<file path="src/rtl/gpio_irq_pkg.sv">
package gpio_irq_pkg;

    localparam int ADDR_W    = 12;
    localparam int WORD_PINS = 32;
    localparam int GRP_W     = 3;

    // Bits a configuration write keeps
    localparam logic [31:0] CFG_KEEP_MASK = 32'h00E7_0FEF;

    typedef enum logic [2:0] {
        MODE_RSVD   = 3'd0,
        MODE_OUT    = 3'd1,
        MODE_LVL_HI = 3'd2,
        MODE_LVL_LO = 3'd3,
        MODE_RISE   = 3'd4,
        MODE_FALL   = 3'd5,
        MODE_BOTH   = 3'd6,
        MODE_IN_OFF = 3'd7
    } pin_mode_e;

    typedef struct packed {
        logic [1:0]       drv_hi;
        logic             lock;
        logic [GRP_W-1:0] grp;
        logic [1:0]       drv_lo;
        logic             in_en;
        logic [1:0]       pull;
        logic [1:0]       func;
        pin_mode_e        mode;
        logic             data;
    } pin_cfg_t;

    localparam pin_cfg_t CFG_RESET = '{
        drv_hi: 2'b00, lock: 1'b0, grp: 3'b000, drv_lo: 2'b00,
        in_en: 1'b0, pull: 2'b00, func: 2'b00,
        mode: MODE_IN_OFF, data: 1'b0
    };

    function automatic pin_cfg_t word_to_cfg(input logic [31:0] w);
        pin_cfg_t c;
        c.data   = w[0];
        c.mode   = pin_mode_e'(w[3:1]);
        c.func   = w[6:5];
        c.pull   = w[8:7];
        c.in_en  = w[9];
        c.drv_lo = w[11:10];
        c.grp    = w[18:16];
        c.lock   = w[21];
        c.drv_hi = w[23:22];
        return c;
    endfunction

    function automatic logic [31:0] cfg_to_word(input pin_cfg_t c, input logic bit0);
        logic [31:0] w;
        w        = '0;
        w[0]     = bit0;
        w[3:1]   = c.mode;
        w[6:5]   = c.func;
        w[8:7]   = c.pull;
        w[9]     = c.in_en;
        w[11:10] = c.drv_lo;
        w[18:16] = c.grp;
        w[21]    = c.lock;
        w[23:22] = c.drv_hi;
        return w;
    endfunction

    // Trigger decision for one pin from its mode and two synchronised samples
    function automatic logic trig_fire(input pin_mode_e m, input logic cur, input logic prev);
        logic f;
        case (m)
            MODE_LVL_HI: f = cur;
            MODE_LVL_LO: f = !cur;
            MODE_RISE:   f = cur && !prev;
            MODE_FALL:   f = !cur && prev;
            MODE_BOTH:   f = cur ^ prev;
            default:     f = 1'b0;
        endcase
        return f;
    endfunction

endpackage

</file>
<file path="src/rtl/gpio_in_sync.sv">
module gpio_in_sync #(
    parameter int WIDTH = 8
) (
    input  logic             clk,
    input  logic             rst,
    input  logic [WIDTH-1:0] raw,
    output logic [WIDTH-1:0] cur,
    output logic [WIDTH-1:0] prev
);
    logic [WIDTH-1:0] meta;

    always_ff @(posedge clk) begin
        if (rst) begin
            meta <= '0;
            cur  <= '0;
            prev <= '0;
        end else begin
            meta <= raw;
            cur  <= meta;
            prev <= cur;
        end
    end
endmodule

</file>
<file path="src/rtl/gpio_trig_detect.sv">
module gpio_trig_detect
    import gpio_irq_pkg::*;
#(
    parameter int NUM_PINS = 8
) (
    input  logic [3*NUM_PINS-1:0] mode_flat,
    input  logic [NUM_PINS-1:0]   cur,
    input  logic [NUM_PINS-1:0]   prev,
    output logic [NUM_PINS-1:0]   fire
);
    for (genvar n = 0; n < NUM_PINS; n++) begin : g_pin
        assign fire[n] = trig_fire(pin_mode_e'(mode_flat[3*n +: 3]), cur[n], prev[n]);
    end
endmodule

</file>
<file path="src/rtl/gpio_pend_bank.sv">
module gpio_pend_bank
    import gpio_irq_pkg::*;
#(
    parameter int NUM_PINS   = 8,
    parameter int NUM_GROUPS = 4
) (
    input  logic                      clk,
    input  logic                      rst,
    input  logic [NUM_PINS-1:0]       fire,
    input  logic [GRP_W*NUM_PINS-1:0] grp_flat,
    input  logic [NUM_PINS-1:0]       clr,
    output logic [NUM_PINS-1:0]       pend,
    output logic [NUM_GROUPS-1:0]     irq
);
    localparam logic [GRP_W:0] GRP_LIMIT = (GRP_W+1)'(NUM_GROUPS);

    logic [NUM_PINS-1:0] routed;

    for (genvar n = 0; n < NUM_PINS; n++) begin : g_route
        assign routed[n] = fire[n] && ({1'b0, grp_flat[GRP_W*n +: GRP_W]} < GRP_LIMIT);
    end

    // A new event outranks a clear in the same cycle
    always_ff @(posedge clk) begin
        if (rst) pend <= '0;
        else     pend <= routed | (pend & ~clr);
    end

    for (genvar g = 0; g < NUM_GROUPS; g++) begin : g_line
        logic acc;
        always_comb begin
            acc = 1'b0;
            for (int n = 0; n < NUM_PINS; n++) begin
                if (grp_flat[GRP_W*n +: GRP_W] == GRP_W'(g)) acc = acc | pend[n];
            end
        end
        assign irq[g] = acc;
    end
endmodule

</file>
<file path="src/rtl/gpio_irq_ctrl.sv">
module gpio_irq_ctrl
    import gpio_irq_pkg::*;
#(
    parameter int NUM_PINS   = 40,
    parameter int NUM_GROUPS = 4
) (
    input  logic                    clk,
    input  logic                    rst,
    input  logic [ADDR_W-1:0]       reg_addr,
    input  logic                    reg_wr,
    input  logic [31:0]             reg_wdata,
    output logic [31:0]             reg_rdata,
    input  logic [NUM_PINS-1:0]     pin_in,
    output logic [NUM_PINS-1:0]     pin_out,
    output logic [NUM_PINS-1:0]     pin_oe,
    output logic [2*NUM_PINS-1:0]   pin_func,
    output logic [NUM_GROUPS-1:0]   irq_out
);
    localparam int NUM_WORDS = (NUM_PINS + WORD_PINS - 1) / WORD_PINS;
    localparam logic [9:0] PIN_LIMIT  = 10'(NUM_PINS);
    localparam logic [4:0] GRP_LIMIT  = 5'(NUM_GROUPS);
    localparam logic [4:0] WORD_LIMIT = 5'(NUM_WORDS);

    // Address decode
    logic       aligned;
    logic [9:0] cfg_sel;
    logic [4:0] grp_sel;
    logic [3:0] word_sel;
    logic       cfg_hit;
    logic       pend_hit;

    assign aligned  = (reg_addr[1:0] == 2'b00);
    assign cfg_sel  = reg_addr[11:2];
    assign grp_sel  = reg_addr[10:6];
    assign word_sel = reg_addr[5:2];
    assign cfg_hit  = aligned && !reg_addr[11] && (cfg_sel < PIN_LIMIT);
    assign pend_hit = aligned && reg_addr[11] && (grp_sel < GRP_LIMIT)
                      && ({1'b0, word_sel} < WORD_LIMIT);

    pin_cfg_t cfg_q [NUM_PINS];

    logic [3*NUM_PINS-1:0]     mode_flat;
    logic [GRP_W*NUM_PINS-1:0] grp_flat;
    logic [NUM_PINS-1:0]       pin_cur;
    logic [NUM_PINS-1:0]       pin_prev;
    logic [NUM_PINS-1:0]       pin_hit;
    logic [NUM_PINS-1:0]       pend_q;
    logic [NUM_PINS-1:0]       pend_clr;

    for (genvar n = 0; n < NUM_PINS; n++) begin : g_pin
        always_ff @(posedge clk) begin
            if (rst)
                cfg_q[n] <= CFG_RESET;
            else if (reg_wr && cfg_hit && cfg_sel == 10'(n))
                cfg_q[n] <= word_to_cfg(reg_wdata & CFG_KEEP_MASK);
        end

        assign mode_flat[3*n +: 3]         = cfg_q[n].mode;
        assign grp_flat[GRP_W*n +: GRP_W]  = cfg_q[n].grp;
        assign pin_out[n]                  = cfg_q[n].data;
        assign pin_oe[n]                   = (cfg_q[n].mode == MODE_OUT);
        assign pin_func[2*n +: 2]          = cfg_q[n].func;
        assign pend_clr[n] = reg_wr && pend_hit
                             && (word_sel == 4'(n / WORD_PINS))
                             && (grp_sel == {2'b00, cfg_q[n].grp})
                             && reg_wdata[n % WORD_PINS];
    end

    gpio_in_sync #(.WIDTH(NUM_PINS)) u_sync (
        .clk  (clk),
        .rst  (rst),
        .raw  (pin_in),
        .cur  (pin_cur),
        .prev (pin_prev)
    );

    gpio_trig_detect #(.NUM_PINS(NUM_PINS)) u_detect (
        .mode_flat (mode_flat),
        .cur       (pin_cur),
        .prev      (pin_prev),
        .fire      (pin_hit)
    );

    gpio_pend_bank #(.NUM_PINS(NUM_PINS), .NUM_GROUPS(NUM_GROUPS)) u_pend (
        .clk      (clk),
        .rst      (rst),
        .fire     (pin_hit),
        .grp_flat (grp_flat),
        .clr      (pend_clr),
        .pend     (pend_q),
        .irq      (irq_out)
    );

    // Read mux
    always_comb begin
        reg_rdata = '0;
        if (cfg_hit) begin
            for (int n = 0; n < NUM_PINS; n++) begin
                if (cfg_sel == 10'(n))
                    reg_rdata = cfg_to_word(cfg_q[n],
                        (cfg_q[n].mode == MODE_OUT) ? cfg_q[n].data : pin_cur[n]);
            end
        end else if (pend_hit) begin
            for (int n = 0; n < NUM_PINS; n++) begin
                if (word_sel == 4'(n / WORD_PINS) && grp_sel == {2'b00, cfg_q[n].grp})
                    reg_rdata[n % WORD_PINS] = pend_q[n];
            end
        end
    end
endmodule

</file>
<file path="config.mk">
export PLATFORM = sky130hd
export DESIGN_NAME = gpio_irq_ctrl
export DESIGN_NICKNAME = d
export VERILOG_FILES = /design/src/rtl/gpio_irq_pkg.sv /design/src/rtl/gpio_in_sync.sv /design/src/rtl/gpio_trig_detect.sv /design/src/rtl/gpio_pend_bank.sv /design/src/rtl/gpio_irq_ctrl.sv
export SDC_FILE = /design/constraint.sdc
export NUM_CORES = 2
export LEC_CHECK = 0
export BUFFER_PORTS_ARGS = -buffer_cell sky130_fd_sc_hd__buf_2
export CAP_MARGIN = 30
export CORE_MARGIN = 3
export CORE_UTILIZATION = 40
export CTS_BUF_LIST = sky130_fd_sc_hd__clkbuf_8
export CTS_CLUSTER_SIZE = 40
export DETAILED_ROUTE_END_ITERATION = 6
export HOLD_SLACK_MARGIN = 0.06
export SLEW_MARGIN = 40
export SYNTH_ARGS = -nofsm -noshare
export SYNTH_HDL_FRONTEND = slang
export SYNTH_SLANG_ARGS = --single-unit
</file>
<file path="constraint.sdc">
create_clock -name clk -period 7.82 [get_ports clk]
set_input_delay 1.173 -clock clk [delete_from_list [all_inputs] [get_ports clk]]
set_output_delay 1.173 -clock clk [all_outputs]
set_load 0.02 [all_outputs]
</file>
==> reports/results.tsv <==
stage	metric	value	unit
outcome	outcome	finished, final reports clean	
worst_setup_path	Critical Path Source Type	primary input	
hold_path	Hold Path Stages	1	
timing	clk_skew	0.0493	ns
final_layout	Post-layout nets	4589	
floorplanning	Die Y	341	um
power	Pwr per Cell Area	206	nW/um^2
logic_synthesis	Avg Cell Area, Syn	10.5	sq um
timing	Max Slew Vio Count	0	
final_layout	layout cells sized above 1	0.174	
clock_tree	cts hold-fix bufs	0	
clock_tree	Clock Sinks	840	
place	port bufs	282	
timing	setup tns final	0	ns
hold_path	worst hold endpoint	u_sync.cur[27]$_SDFF_PP0_	
detailed_routing	WL/cell	35.0	um
global_route	vias in the first global route	35800	
logic_synthesis	register area share after synthesis	0.525	
detailed_routing	final WL	211000	um
floorplanning	die area	116000	sq um
logic_synthesis	EDFF count, synth	680	
detailed_routing	DRC marker count from the first detailed-route iteration	6716	
logic_synthesis	Synth Area in Compound Gates	0.126	
hold_path	Worst Hold Launch	u_sync.meta[27]$_SDFF_PP0_	
final_layout	Final Util	0.455	
floorplanning	Initial Utilization	0.405	
timing	Setup-failing EPs final	0	
clock_tree	clk_lat worst skew	0.87	ns
detailed_routing	TritonRoute pass-1 iters	6	
global_route	Total Routing Usage GR	0.353	
global_route	GR Overflow Total	0	
worst_setup_path	CP required	6.65	ns
clock_tree	Reg clk slew, reported paths	0.06	ns
clock_tree	H-tree level count	4	
logic_synthesis	Post-Synthesis Cells	4274	
detailed_routing	Antenna Nets Post-Route	0	
logic_synthesis	synth unique cells	83	
worst_setup_path	peak fanout along the critical path	9	
detailed_routing	via count	38500	
worst_setup_path	FF-to-FF End	u_pend.pend[6]$_SDFF_PP0_	
logic_synthesis	Synth Cell Area	45000	sq um
logic_synthesis	Post-Synth Simple-Gate Area	0.210	
floorplanning	Die Span X	341	um
logic_synthesis	Post-Synth XOR/XNOR Area	0.0280	
detailed_routing	final routed DRC violation total	0	
logic_synthesis	#FFs+latches synth	840	
timing	Final Hold Viols	0	
logic_synthesis	largest family of logic cells by synthesized area	simple AND/OR/NAND/NOR gates	
worst_setup_path	CP Data Arrival Time	5.72	ns
worst_setup_path	reg2reg path depth	5	
final_layout	FILL cells	10600	
global_route	antenna violations before repair	21	
timing	Hold WS	0.426	ns
floorplanning	Rows	122	
power	Leak	0.0194	uW
worst_setup_path	Crit. End Element	output port	
detailed_routing	Vias per Instance	6.38	
timing	slew of the pin with the lowest slew margin	1.00	ns
worst_setup_path	Crit Reg-Reg Startpoint	cfg_q[0][113]$_SDFFCE_PN0P_	
global_route	largest net degree at the start of global routing	123	
final_layout	Area Overhead vs Synth	12.4	%
timing	Tmin final	6.90	ns
clock_tree	clock root buffer	clkbuf_8	
logic_synthesis	Synth Net Count	4441	
clock_tree	# resized after CTS	0	
global_route	first-pass GRT wire length	290000	um
logic_synthesis	yosys warns	0	
clock_tree	clock buffer depth	3	
floorplanning	Core Footprint	111000	sq um
timing	Max Clock Freq	145	MHz
worst_setup_path	worst reg2reg setup slack	5.62	ns
timing	RSZ-0062 raised after global routing	no	
timing	Max-slew headroom	0.328	
power	post-route total power	10400	uW
floorplanning	IO Count	283	
flow_run	Max-Cap Viols	0	
logic_synthesis	mux cell area share after synthesis	0.0295	
timing	fin crit share	0.882	
logic_synthesis	Top FF cell, synth	edfxtp_1	
clock_tree	total CTS buffers	152	
place	GPL Wtd Cong	1.02	
logic_synthesis	Adder-Cell Fraction of Synth Area	0.0223	
logic_synthesis	Async S/R FF share, synth	0	
hold_path	Hold Crit Class	reg2reg	
place	post-detail-place hpwl	147000	um
worst_setup_path	kind of critical path	in2out	
clock_tree	CTS tree	done	
power	maximum resistive drop on vdd	0.125	mV
clock_tree	Post-CTS Setup Inserts	0	
[critical path: stages]
cell	delay, ns
buf_2	0.16
or4_1	0.82
buf_4	0.29
nor2_1	0.53
buf_4	0.31
o2111ai_1	0.14
o21ai_0	0.21
a221oi_1	0.24
o21ai_0	0.42
a21oi_1	0.26
o41ai_1	0.83
buf_2	0.31
[cells in the mapped netlist, types with 50 or more instances]
master / count / area, sq um
nor4_1: 59 / 369
a21oi_1: 164 / 821
and2_1: 255 / 1600
clkbuf_1: 262 / 983
xor2_1: 144 / 1260
dfxtp_1: 160 / 3200
ha_1: 80 / 1000
a211oi_1: 50 / 375
nor3_1: 67 / 335
edfxtp_1: 680 / 20400
nor2b_1: 115 / 719
nor2_1: 285 / 1070
inv_1: 115 / 432
and3_1: 323 / 2020
o22ai_1: 122 / 763
buf_4: 128 / 961
or3_1: 112 / 701
a22oi_1: 67 / 503
o21ai_0: 194 / 971
nand2_1: 178 / 668
nand3_1: 90 / 450
[power breakdown]
part / total, uW / internal (uW) / leakage [uW] / switching [uW]
registers: 5310 / 5050 / 0.00784 / 265
clock network: 4140 / 2130 / 0.00174 / 2020
logic: 984 / 289 / 0.00977 / 695
total: 10400 / 7460 / 0.0194 / 2980
[metrics by stage]
step                instances  setup WS (ns)  instance area (sq um)
floorplan                4274           2.88                  45000
global placement         5754          0.551                  47400
detailed placement       5756           1.16                  47600
CTS                      6033           1.15                  50500
global route             6034           1.05                  50500
finish                   6039          0.925                  50600
[how the worst max path moves through the flow]
stage / endpoint / slack, ns / start / cells past startpoint
finish: reg_rdata[3] / 0.92 / reg_addr[11] / 12
global route: reg_rdata[6] / 1.05 / reg_addr[11] / 13
CTS: reg_rdata[3] / 1.15 / reg_addr[2] / 10
detailed placement: reg_rdata[3] / 1.16 / reg_addr[2] / 10
global placement: reg_rdata[0] / 0.55 / reg_addr[2] / 12
floorplan: reg_rdata[17] / 2.88 / reg_addr[8] / 13
[state kept, by name, indices dropped and copies added, names as in the netlist]
signal and flops:
u_sync.prev 40, u_sync.cur 40, u_pend.pend 40, u_sync.meta 40, cfg_q 680
[logic make-up (layout without fill, tap and decap cells)]
logic type                 Yosys count  count (layout)
xor gates and xnor gates           144             144
adders and majority gates           80              80
muxes                              106             106
AOI/OAI and AO/OA                  865             865
buffers and inverters              567             838
other                                0               6
DFF                                840             840
and+or+nand+nor                   1672            1672
[metal layers]
| metal | share of wire | track usage | wire length, um | up-vias |
|---|---|---|---|---|
| met5 | 0.00030 | 0 | 64 | - |
| met4 | 0.054 | 0.164 | 11300 | 10 |
| met3 | 0.12 | 0.0958 | 25300 | 556 |
| met2 | 0.42 | 0.510 | 88900 | 2816 |
| met1 | 0.41 | 0.493 | 85800 | 19100 |
| li1 | - | - | - | 16000 |
[cell type report]
cell class                 count  area, sq um  share of cell area
sequential                   840        23600               0.467
multi-input combinational   2867        19000               0.375
timing repair buffer         445         2700              0.0535
antenna                        6         15.0            0.000297
clock buffer                 169         2330              0.0460
inverter                     116          435             0.00861
tap                         1488         1860              0.0368
clock inverter               108          613              0.0121
[placed cells by master (no fill, tap or decap), drive strengths merged, types with 23 or more instances in the layout]
cell,synthesis,layout
edfxtp,680,680
buf,189,445
and3,323,323
nor2,286,286
and2,255,255
o21ai,201,201
inv,115,183
nand2,179,179
clkbuf,262,169
a21oi,164,164
dfxtp,160,160
xor2,144,144
o22ai,122,122
nor2b,115,115
or3,112,112
nand3,90,90
ha,80,80
nor3,73,73
a22oi,67,67
nor4,63,63
a211oi,52,52
mux2i,46,46
mux2,43,43
nor3b,42,42
nand2b,35,35
clkinv,1,35
o21a,29,29
o221ai,26,26
a21o,26,26
o211ai,25,25
nand4,23,23
nor4bb,23,23
No activity file was read; power rests on OpenSTA's default activity.
